[config.mk]
export PLATFORM = sky130hd
export DESIGN_NAME = encl_ind_regs
export DESIGN_NICKNAME = d
export VERILOG_FILES = /design/src/rtl/encl_pkg.sv /design/src/rtl/encl_cmd_fsm.sv /design/src/rtl/encl_apply.sv /design/src/rtl/encl_ind_drive.sv /design/src/rtl/encl_ind_regs.sv
export SDC_FILE = /design/constraint.sdc
export NUM_CORES = 1
export LEC_CHECK = 0
export BUFFER_PORTS_ARGS = -buffer_cell sky130_fd_sc_hd__buf_4
export CAP_MARGIN = 5
export CORE_UTILIZATION = 51
export DETAILED_ROUTE_END_ITERATION = 10
export PLACE_DENSITY_LB_ADDON = 0.25
export SYNTH_ARGS = -nofsm -noshare
export SYNTH_HDL_FRONTEND = slang
export SYNTH_SLANG_ARGS = --single-unit
[constraint.sdc]
create_clock -name clk -period 4.74 [get_ports clk]
set_input_delay 0.474 -clock clk [delete_from_list [all_inputs] [get_ports clk]]
set_output_delay 0.474 -clock clk [all_outputs]
set_load 0.02 [all_outputs]
[src/rtl/encl_pkg.sv]
package encl_pkg;
    typedef enum logic [0:0] {
        ST_IDLE = 1'b0,
        ST_WAIT = 1'b1
    } cmd_state_e;

    localparam int BIT_EN   = 0;
    localparam int BIT_RST  = 1;
    localparam int BIT_OK   = 2;
    localparam int BIT_FAIL = 4;
    localparam int BIT_DIS  = 11;

    localparam int RULE_NONE         = 0;
    localparam int RULE_FAIL_OVER_OK = 1;
    localparam int RULE_DIS_ALONE    = 2;

    localparam logic [31:0] IND_MASK  = 32'hFF00_0FFC;
    localparam logic [31:0] FEAT_MASK = 32'hFF00_0FFE;

    localparam logic [15:0] HDR_ID  = 16'h0029;
    localparam logic [3:0]  HDR_VER = 4'h1;

    localparam int OFS_HDR = 0;
    localparam int OFS_CAP = 1;
    localparam int OFS_CTL = 2;
    localparam int OFS_STS = 3;
endpackage

[src/rtl/encl_cmd_fsm.sv]
module encl_cmd_fsm
    import encl_pkg::*;
#(
    parameter int DELAY = 5
) (
    input  logic clk,
    input  logic rst_n,
    input  logic cmd_wr,
    output logic apply_o,
    output logic busy_o
);
    localparam int CW = (DELAY < 2) ? 1 : $clog2(DELAY);
    localparam logic [CW-1:0] LOAD = CW'(DELAY - 1);

    cmd_state_e state_q, state_d;
    logic [CW-1:0] cnt_q, cnt_d;

    always_comb begin
        state_d = state_q;
        cnt_d   = cnt_q;
        if (cmd_wr) begin
            state_d = ST_WAIT;
            cnt_d   = LOAD;
        end else begin
            unique case (state_q)
                ST_IDLE: state_d = ST_IDLE;
                ST_WAIT: begin
                    if (cnt_q == '0) state_d = ST_IDLE;
                    else             cnt_d   = cnt_q - 1'b1;
                end
                default: state_d = ST_IDLE;
            endcase
        end
    end

    always_ff @(posedge clk or negedge rst_n) begin
        if (!rst_n) begin
            state_q <= ST_IDLE;
            cnt_q   <= '0;
        end else begin
            state_q <= state_d;
            cnt_q   <= cnt_d;
        end
    end

    always_comb begin
        apply_o = 1'b0;
        busy_o  = 1'b0;
        unique case (state_q)
            ST_IDLE: ;
            ST_WAIT: begin
                busy_o  = 1'b1;
                apply_o = (cnt_q == '0) && !cmd_wr;
            end
            default: ;
        endcase
    end

    assert_cnt_bound_R3: assert property (@(posedge clk) disable iff (!rst_n)
        cnt_q <= LOAD);

    assert_restart_R4: assert property (@(posedge clk) disable iff (!rst_n)
        cmd_wr |=> (state_q == ST_WAIT && cnt_q == LOAD));

    assert_idle_after_apply_R3: assert property (@(posedge clk) disable iff (!rst_n)
        apply_o |=> state_q == ST_IDLE);
endmodule

[src/rtl/encl_apply.sv]
module encl_apply
    import encl_pkg::*;
#(
    parameter logic [31:0] SUPPORT = 32'hFF00_0FFE,
    parameter int          RULE    = RULE_FAIL_OVER_OK
) (
    input  logic [31:0] raw_i,
    output logic [31:0] applied_o
);
    localparam logic [31:0] WMASK = 32'h1 | (SUPPORT & FEAT_MASK);

    logic [31:0] kept;
    logic [31:0] resolved;

    assign kept = raw_i & WMASK;

    generate
        if (RULE == RULE_FAIL_OVER_OK) begin : g_fail_over_ok
            always_comb begin
                resolved = kept;
                if (kept[BIT_FAIL]) resolved[BIT_OK] = 1'b0;
            end
        end else if (RULE == RULE_DIS_ALONE) begin : g_dis_alone
            always_comb begin
                resolved = kept;
                if (kept[BIT_DIS]) resolved = kept & ((32'h1 << BIT_DIS) | 32'h1);
            end
        end else begin : g_no_rule
            assign resolved = kept;
        end
    endgenerate

    always_comb begin
        if (resolved[BIT_RST]) applied_o = resolved & 32'h1;
        else                   applied_o = resolved;
    end
endmodule

[src/rtl/encl_ind_drive.sv]
module encl_ind_drive
    import encl_pkg::*;
(
    input  logic [31:0] ctrl_i,
    output logic [31:0] ind_o
);
    always_comb begin
        if (ctrl_i[BIT_EN]) ind_o = ctrl_i & IND_MASK;
        else                ind_o = '0;
    end
endmodule

[src/rtl/encl_ind_regs.sv]
module encl_ind_regs
    import encl_pkg::*;
#(
    parameter int          ADDR_W  = 10,
    parameter logic [31:0] SUPPORT = 32'hFF00_0FFE,
    parameter int          DELAY   = 5,
    parameter int          RULE    = RULE_FAIL_OVER_OK
) (
    input  logic              clk,
    input  logic              rst_n,
    input  logic              cfg_wr,
    input  logic [ADDR_W-1:0] cfg_addr,
    input  logic [31:0]       cfg_wdata,
    output logic [31:0]       cfg_rdata,
    output logic [31:0]       ind_o
);
    localparam logic [31:0] CAP_WORD = 32'h1 | (SUPPORT & FEAT_MASK);
    localparam logic [31:0] HDR_WORD = {12'h000, HDR_VER, HDR_ID};

    logic        ctl_wr, sts_wr;
    logic        apply, busy;
    logic [31:0] pend_q, ctrl_q, applied;
    logic        cc_q;

    assign ctl_wr = cfg_wr && (cfg_addr == ADDR_W'(OFS_CTL));
    assign sts_wr = cfg_wr && (cfg_addr == ADDR_W'(OFS_STS));

    encl_cmd_fsm #(.DELAY(DELAY)) u_fsm (
        .clk     (clk),
        .rst_n   (rst_n),
        .cmd_wr  (ctl_wr),
        .apply_o (apply),
        .busy_o  (busy)
    );

    encl_apply #(.SUPPORT(SUPPORT), .RULE(RULE)) u_apply (
        .raw_i     (pend_q),
        .applied_o (applied)
    );

    encl_ind_drive u_drive (
        .ctrl_i (ctrl_q),
        .ind_o  (ind_o)
    );

    always_ff @(posedge clk or negedge rst_n) begin
        if (!rst_n) begin
            pend_q <= '0;
            ctrl_q <= '0;
            cc_q   <= 1'b0;
        end else begin
            if (ctl_wr) pend_q <= cfg_wdata;
            if (apply)  ctrl_q <= applied;
            if (apply)                        cc_q <= 1'b1;
            else if (ctl_wr)                  cc_q <= 1'b0;
            else if (sts_wr && cfg_wdata[0])  cc_q <= 1'b0;
        end
    end

    always_comb begin
        unique case (cfg_addr)
            ADDR_W'(OFS_HDR): cfg_rdata = HDR_WORD;
            ADDR_W'(OFS_CAP): cfg_rdata = CAP_WORD;
            ADDR_W'(OFS_CTL): cfg_rdata = ctrl_q;
            ADDR_W'(OFS_STS): cfg_rdata = {31'b0, cc_q};
            default:          cfg_rdata = '0;
        endcase
    end

    assert_ctrl_on_apply_R3: assert property (@(posedge clk) disable iff (!rst_n)
        !$stable(ctrl_q) |-> $past(apply));

    assert_cc_rise_R3: assert property (@(posedge clk) disable iff (!rst_n)
        $rose(cc_q) |-> $past(apply) && $past(busy));

    assert_cc_clear_on_cmd_R6: assert property (@(posedge clk) disable iff (!rst_n)
        (ctl_wr && !apply) |=> !cc_q);

    assert_dark_when_off_R8: assert property (@(posedge clk) disable iff (!rst_n)
        !ctrl_q[BIT_EN] |-> ind_o == '0);

    assert_reset_clears_R9: assert property (@(posedge clk) disable iff (!rst_n)
        (apply && pend_q[BIT_RST] && SUPPORT[BIT_RST]) |=> (ctrl_q & IND_MASK) == '0);

    generate
        if (RULE == RULE_FAIL_OVER_OK) begin : g_chk_rule
            assert_fail_over_ok_R10: assert property (@(posedge clk) disable iff (!rst_n)
                ctrl_q[BIT_FAIL] |-> !ctrl_q[BIT_OK]);
        end
    endgenerate
endmodule

==> results by group, run 1 <==
Setup path
  • Setup CP Type: primary input to primary output
  • Levels on crit path: 5
  • Critical Path Source: cfg_addr[7]
  • FF-to-FF Start: u_fsm.cnt_q[0]$_DFFE_PN0P_
  • Reg2reg end: ctrl_q[5]$_DFFE_PN0P_
  • Slowest CP cell: nand2_1
  • CP startpoint kind: primary input
  • Worst-path fanout max: 21
  • WP buf/inv: 2
  • Worst EP required: 4.27 ns
  • Crit path max-delay family: simple AND/OR/NAND/NOR gates
  • CP Data Arrival Time: 2.08 ns
  • Worst Setup End Kind: primary output
  • Cell Chain, Critical Path: buf_4, nor4_4, nand2_1, nor3_1, buf_4
  • FF-to-FF setup slack: 2.59 ns
  • Crit path to: cfg_rdata[16]
  • Worst path max stage delay: 0.56 ns
  • Most used cell, CP: buf_4
  • R2r worst-path depth: 5

Synth
  • Seq/Total Area, Yosys: 44.49%
  • Async SR Flop Fraction: 100.0%
  • Post-synth top area cell: dfrtp_1
  • Avg Inst Size Synth: 10.95 um2
  • Top FF cell, synth: dfrtp_1
  • YS warnings: 0
  • Synthesized instance count: 226
  • Distinct cells, synth: 30
  • Post-synth EDFFs: 0
  • Mapped Area: 0.002475 mm2
  • Largest cells by area after synthesis: dfrtp_1 44%, mux2_2 13%, buf_4 8.2%, mux2_4 6.1%, and2_1 4.6%
  • Commonest cells post-synth: 44 x dfrtp_1, 29 x mux2_2, 27 x buf_4, 21 x a21oi_1, 21 x nand2_1
  • Yosys reg bits: 44
  • Top-count cell post-synth: dfrtp_1
  • Area share of the largest cell type after synthesis: 44.49%

Layout
  • Diode count: 0
  • Post-route core utilization: 66.75%
  • Layout cells sized above 1: 41.10%
  • Area growth, synth to finish: 21.49%
  • Final nets: 338
  • Post-route cell area: 0.003007 mm2
  • Fillers: 390

STA
  • Worst Max-Slew Pin Slew: 0.9577 ns
  • Setup TNS after final layout: 0 ns
  • Relative slew slack: 36.15%
  • Max Fclk: 391.5 MHz
  • Part of the cycle the worst path needs: 53.88%
  • Final setup margin: 2.186 ns
  • Post-layout min period: 2.554 ns
  • Max Clock Skew: 0.006274 ns
  • Max-slew violation count: 0
  • RSZ-0062 raised after global routing: no
  • # setup viols final: 0
  • Final Hold Fails: 0

GRT
  • Gr ovfl total: 0
  • Vias in the first global route: 1588
  • First-pass GRT wire length: 7707 um
  • Antenna violations before repair: 0
  • Largest net degree at the start of global routing: 45
  • GRT Total Usage: 19.93%

Routing
  • Routed wire length: 4791 um
  • Remaining antenna violation count: 0
  • Total number of vias: 1757
  • Initial DRC Count: 107
  • First-pass DRT Iterations: 4
  • DRC Markers: 0
  • Vias per inst: 5.108
  • WL per Instance: 13.93 um

Clock network
  • Worst-path clk slew: 0.08 ns
  • CTS tree: yes
  • Clock sinks: 44
  • Clock root cell: clkbuf_8
  • Clock buffer count from CTS: 5
  • H-tree levels: 2
  • PostCTS Resize Cnt: 0
  • Clock Latency Late Sink: 0.30 ns
  • Hold_buf cts: 0
  • Longest Clk Path Bufs: 2
  • Post-CTS Setup Repair Bufs: 0

Die
  • Starting density of the core: 54.94%
  • Core footprint: 0.004504 mm2
  • Die Span X: 71.66 um
  • Total die area: 0.005135 mm2
  • Die H: 71.66 um
  • I/O pins: 109
  • Number of placement rows: 24

Power and ir drop
  • Tot Pwr: 0.7516 mW
  • Combinational fraction of design power: 14.8%
  • Power per cell area: 250.0 mW/mm2
  • Flop pwr share: 52.9%
  • Internal power: 0.5504 mW
  • Peak VDD IR: 137.4 uV
  • Sw Share: 26.78%
  • Clk network pwr share: 32.3%
  • Switch Pwr: 0.2013 mW
  • P_leak: 1.550 nW

Placed design
  • Port Buffers: 71
  • Placer Congestion: 0.7118
  • HPWL after detailed placement: 3198 um
  • Placed cell areas: 0.002917 mm2
  • Place WS: 1.877 ns

Run status
  • Outcome: completed

Hold path
  • Worst hold path class: primary input to async pin

Job
  • Max-Cap Viols: 0
layout make-up:
cell class              instances  area (um2)  share of cell area [%]
clock buffers                   8       90.09                   2.996
well taps                      52       65.06                   2.164
repair buffers                 71       533.0                   17.73
multi-input cells             166        1206                   40.12
flip-flops and latches         44        1101                   36.62
inverters                       3       11.26                  0.3745
logic make-up (layout without fill, tap and decap cells):
kind of cell	after synthesis	after routing	share of synthesized area [%]
flops	44	44	44.49
other cells	1	25	0.1515
compound gates	26	26	6.674
mux	40	40	19.67
fa+ha+maj	2	2	1.011
buf+inv	40	82	10.52
simple gates	73	73	17.49
worst min-delay path by stage:
| stage | start | end | depth (start not counted) |
|---|---|---|---|
| global placement | pend_q[6]$_DFFE_PN0P_ | pend_q[6]$_DFFE_PN0P_ | 1 |
| detailed placement | pend_q[27]$_DFFE_PN0P_ | pend_q[27]$_DFFE_PN0P_ | 1 |
| finish | rst_n | ctrl_q[2]$_DFFE_PN0P_ | 1 |
| global route | rst_n | ctrl_q[4]$_DFFE_PN0P_ | 1 |
| CTS | rst_n | ctrl_q[27]$_DFFE_PN0P_ | 1 |
| floorplan | rst_n | cc_q$_DFFE_PN0P_ | 0 |
flip-flops by register name (all words and copies together) (netlist names):
register,cells
pend_q,20
ctrl_q,19
u_fsm.cnt_q,3
cc_q,1
u_fsm.state_q,1
power groups by stage:
stage	registers (mW)	logic, mW	clock network (mW)
6_report	0.398	0.111	0.243
5_1_grt	0.400	0.126	0.264
4_1_cts	0.398	0.112	0.249
3_5_place_dp	0.405	0.111	0
3_3_place_gp	0.404	0.106	0
2_1_floorplan	0.403	0.0849	0
metrics by stage:
| stage | std cells | hold slack, ns |
|---|---|---|
| after detailed placement | 336 | 0.4871 |
| after CTS | 344 | 0.1753 |
| after global routing | 344 | 0.2020 |
| final | 344 | 0.1525 |
| after floorplan | 250 | 0.1784 |
| after global placement | 336 | 0.4817 |
layer usage:
layer,vias to the layer above,routed length (um),track usage (%)
li1,838,-,-
met1,838,2119,25.76
met5,-,0,0
met2,74,2289,31.87
met4,0,93,9.804
met3,7,289,4.360
placed cells by master (no fill, tap or decap), drive strengths merged:
cell	synthesis	final
ha	2	2
nor3b	1	1
a21o	1	1
and2	18	18
buf	29	71
or3	1	1
nand2b	4	4
nand4	2	2
nor2	1	1
a2bb2oi	1	1
and4	1	1
mux2	39	39
nand2	21	21
clkbuf	8	8
nor2b	18	18
nor3	1	1
inv	3	3
dfrtp	44	44
nand3	2	2
nor4	2	2
a41oi	1	1
conb	1	25
a21boi	1	1
a21oi	21	21
nand3b	1	1
a311oi	1	1
mux2i	1	1
(Power assumes the default switching activity.)
==> run 2, diff against run 1 <==
CORE_UTILIZATION = 43   (was 51)
clock period = 2.1 ns   (was 4.74 ns; I/O delays follow)
==> results by group, run 2 (synthesis gave the netlist of run 1 again) <==
Run status
  • Outcome: completed

GRT
  • Grt met1 use: 24.01% (-1.8 points)
  • Busiest grt layer: met2
  • Grt met2 use: 26.99% (-4.9 points)
  • Gr ovfl total: 0 (unchanged)
  • Vias in the first global route: 1657 (+4.3%)
  • First-pass GRT wire length: 8224 um (+6.7%)
  • Largest net degree at the start of global routing: 45 (unchanged)
  • Antenna violations before repair: 0 (unchanged)
  • Met3 Usage GRT: 4.706% (+0.35 points)
  • GRT Total Usage: 17.51% (-2.4 points)

Layout
  • Final nets: 344 (+1.8%)
  • Fillers: 494 (+27%)
  • Largest register FFs: 20 (unchanged)
  • Largest Register: pend_q
  • Top flop regs: pend_q: 20 flops, ctrl_q: 19 flops, u_fsm.cnt_q: 3 flops
  • Area growth, synth to finish: 26.34%
  • Post-route core utilization: 56.44% (-10 points)
  • Diode count: 0 (unchanged)
  • Layout cells sized above 1: 42.28% (+1.2 points)
  • Commonest non-fill, non-tap cell in the layout: buf_4
  • Commonest non-fill, non-tap cells in the layout: 74 x buf_4, 44 x dfrtp_1, 29 x mux2_2, 25 x conb_1

Setup path
  • Worst path max stage delay: 0.37 ns (-0.19 ns)
  • Worst Setup End Kind: flop
  • CP Data Arrival Time: 2.05 ns (-0.03 ns)
  • Slowest CP cell: dfrtp_1
  • Crit path max-delay family: flip-flops
  • Setup CP Type: flop to flop
  • Worst-path fanout max: 15 (-29%)
  • Cell Chain, Critical Path: inv_1, ha_1, nand3b_1, a41oi_4, buf_12, mux2_2
  • CP startpoint kind: flop
  • WP buf/inv: 2 (unchanged)
  • Worst EP required: 2.28 ns (-1.99 ns)

Routing
  • First-pass DRT Iterations: 4 (unchanged)
  • Total number of vias: 1770 (+0.74%)
  • Remaining antenna violation count: 0 (unchanged)
  • WL per Instance: 13.42 um (-3.7%)
  • Initial DRC Count: 77 (-28%)
  • Vias per inst: 4.784 (-6.3%)
  • DRC Markers: 0 (unchanged)
  • Routed wire length: 4964 um (+3.6%)

Placed design
  • HPWL after detailed placement: 3452 um (+7.9%)
  • Port Buffers: 71 (unchanged)
  • Placer Congestion: 0.6811 (-4.3%)
  • Place WS: 0.2310 ns (-1.646 ns)

Power and ir drop
  • P_leak: 1.593 nW (+2.8%)
  • Power per cell area: 580.2 mW/mm2 (+130%)
  • Tot Pwr: 1.814 mW (+140%)
  • Peak VDD IR: 377.1 uV (+170%)

Clock network
  • Clock buffer count from CTS: 5 (unchanged)
  • H-tree levels: 2 (unchanged)
  • Worst-path clk slew: 0.09 ns (about the same)
  • Longest Clk Path Bufs: 2 (unchanged)
  • Clock root cell: clkbuf_8
  • CTS tree: yes
  • Clock sinks: 44 (unchanged)
  • Clock Latency Late Sink: 0.30 ns (about the same)

STA
  • Min Hold Slack: 0.1355 ns (-0.01700 ns)
  • Post-layout min period: 1.864 ns
  • Final setup margin: 0.2357 ns (-1.950 ns)
  • RSZ-0062 raised after global routing: no
  • Setup TNS after final layout: 0 ns (unchanged)
  • Final Hold Fails: 0 (unchanged)
  • Part of the cycle the worst path needs: 88.78%
  • Max Fclk: 536.4 MHz
  • Relative slew slack: 50.55% (+14 points)
  • # setup viols final: 0 (unchanged)
  • Max Clock Skew: 0.005778 ns (-0.0004962 ns)
  • Max-slew violation count: 0 (unchanged)
  • Worst Max-Slew Pin Slew: 0.7417 ns (-0.2160 ns)

Job
  • Max-Cap Viols: 0 (unchanged)

Hold path
  • Worst hold path class: primary input to flop

Die
  • Die H: 77.87 um (+8.7%)
  • I/O pins: 109 (unchanged)
  • Starting density of the core: 44.67% (-10 points)
  • Number of placement rows: 27 (+13%)
  • Total die area: 0.006063 mm2 (+18%)
  • Die Span X: 77.87 um (+8.7%)
  • Core footprint: 0.005540 mm2 (+23%)
==> run 2: stage by stage <==
step	cells	cell area [um2]
floorplan	250	2565
global placement	361	3002
detailed placement	361	3002
CTS	370	3127
global route	370	3127
finish	370	3127
==> run 2: report_power, final <==
group | total, mW | switching, mW | internal (mW) | leakage, nW
Combinational | 0.254 | 0.154 | 0.0993 | 0.933
Sequential | 0.898 | 0.0190 | 0.879 | 0.606
Clock | 0.662 | 0.304 | 0.358 | 0.0548
==> run 2: area by class of cell <==
type                       count  area (um2)  area share, %
tap                           72       90.09          2.881
timing repair buffer          77       605.6          19.37
clock buffer                   5       68.82          2.201
sequential                    44        1101          35.21
clock inverter                 3       46.29          1.481
inverter                       3       11.26         0.3601
multi-input combinational    166        1204          38.50
==> run 2: final timing paths <==
check | cells past startpoint | from | endpoint | slack, ns
max | 6 | u_fsm.cnt_q[0]$_DFFE_PN0P_ | ctrl_q[2]$_DFFE_PN0P_ | 0.24
min | 2 | cfg_wdata[11] | pend_q[11]$_DFFE_PN0P_ | 0.14
max reg2reg | 6 | u_fsm.cnt_q[0]$_DFFE_PN0P_ | ctrl_q[2]$_DFFE_PN0P_ | 0.24
min reg2reg | 1 | pend_q[10]$_DFFE_PN0P_ | pend_q[10]$_DFFE_PN0P_ | 0.50
max in group asynchronous | 2 | rst_n | pend_q[28]$_DFFE_PN0P_ | 1.27
min in group asynchronous | 2 | rst_n | pend_q[2]$_DFFE_PN0P_ | 0.44
==> run 2: worst register-to-register path: stages (launching register included) <==
cell and delay, ns:
dfrtp_1 0.37, inv_1 0.11, ha_1 0.20, nand3b_1 0.17
a41oi_4 0.34, buf_12 0.22, mux2_2 0.35
==> run 2: repair_timing <==
item,in CTS,in global routing
setup buffers,0,0
hold buffers,1,0
resized for setup,0,0
hold endpoints to repair,44,0
==> run 2: per-layer routing <==
| layer | part of all wire [%] | vias to the layer above |
|---|---|---|
| met5 | 0 | - |
| met4 | 0.66 | 0 |
| met2 | 46 | 74 |
| li1 | - | 849 |
| met3 | 6.8 | 4 |
| met1 | 47 | 843 |
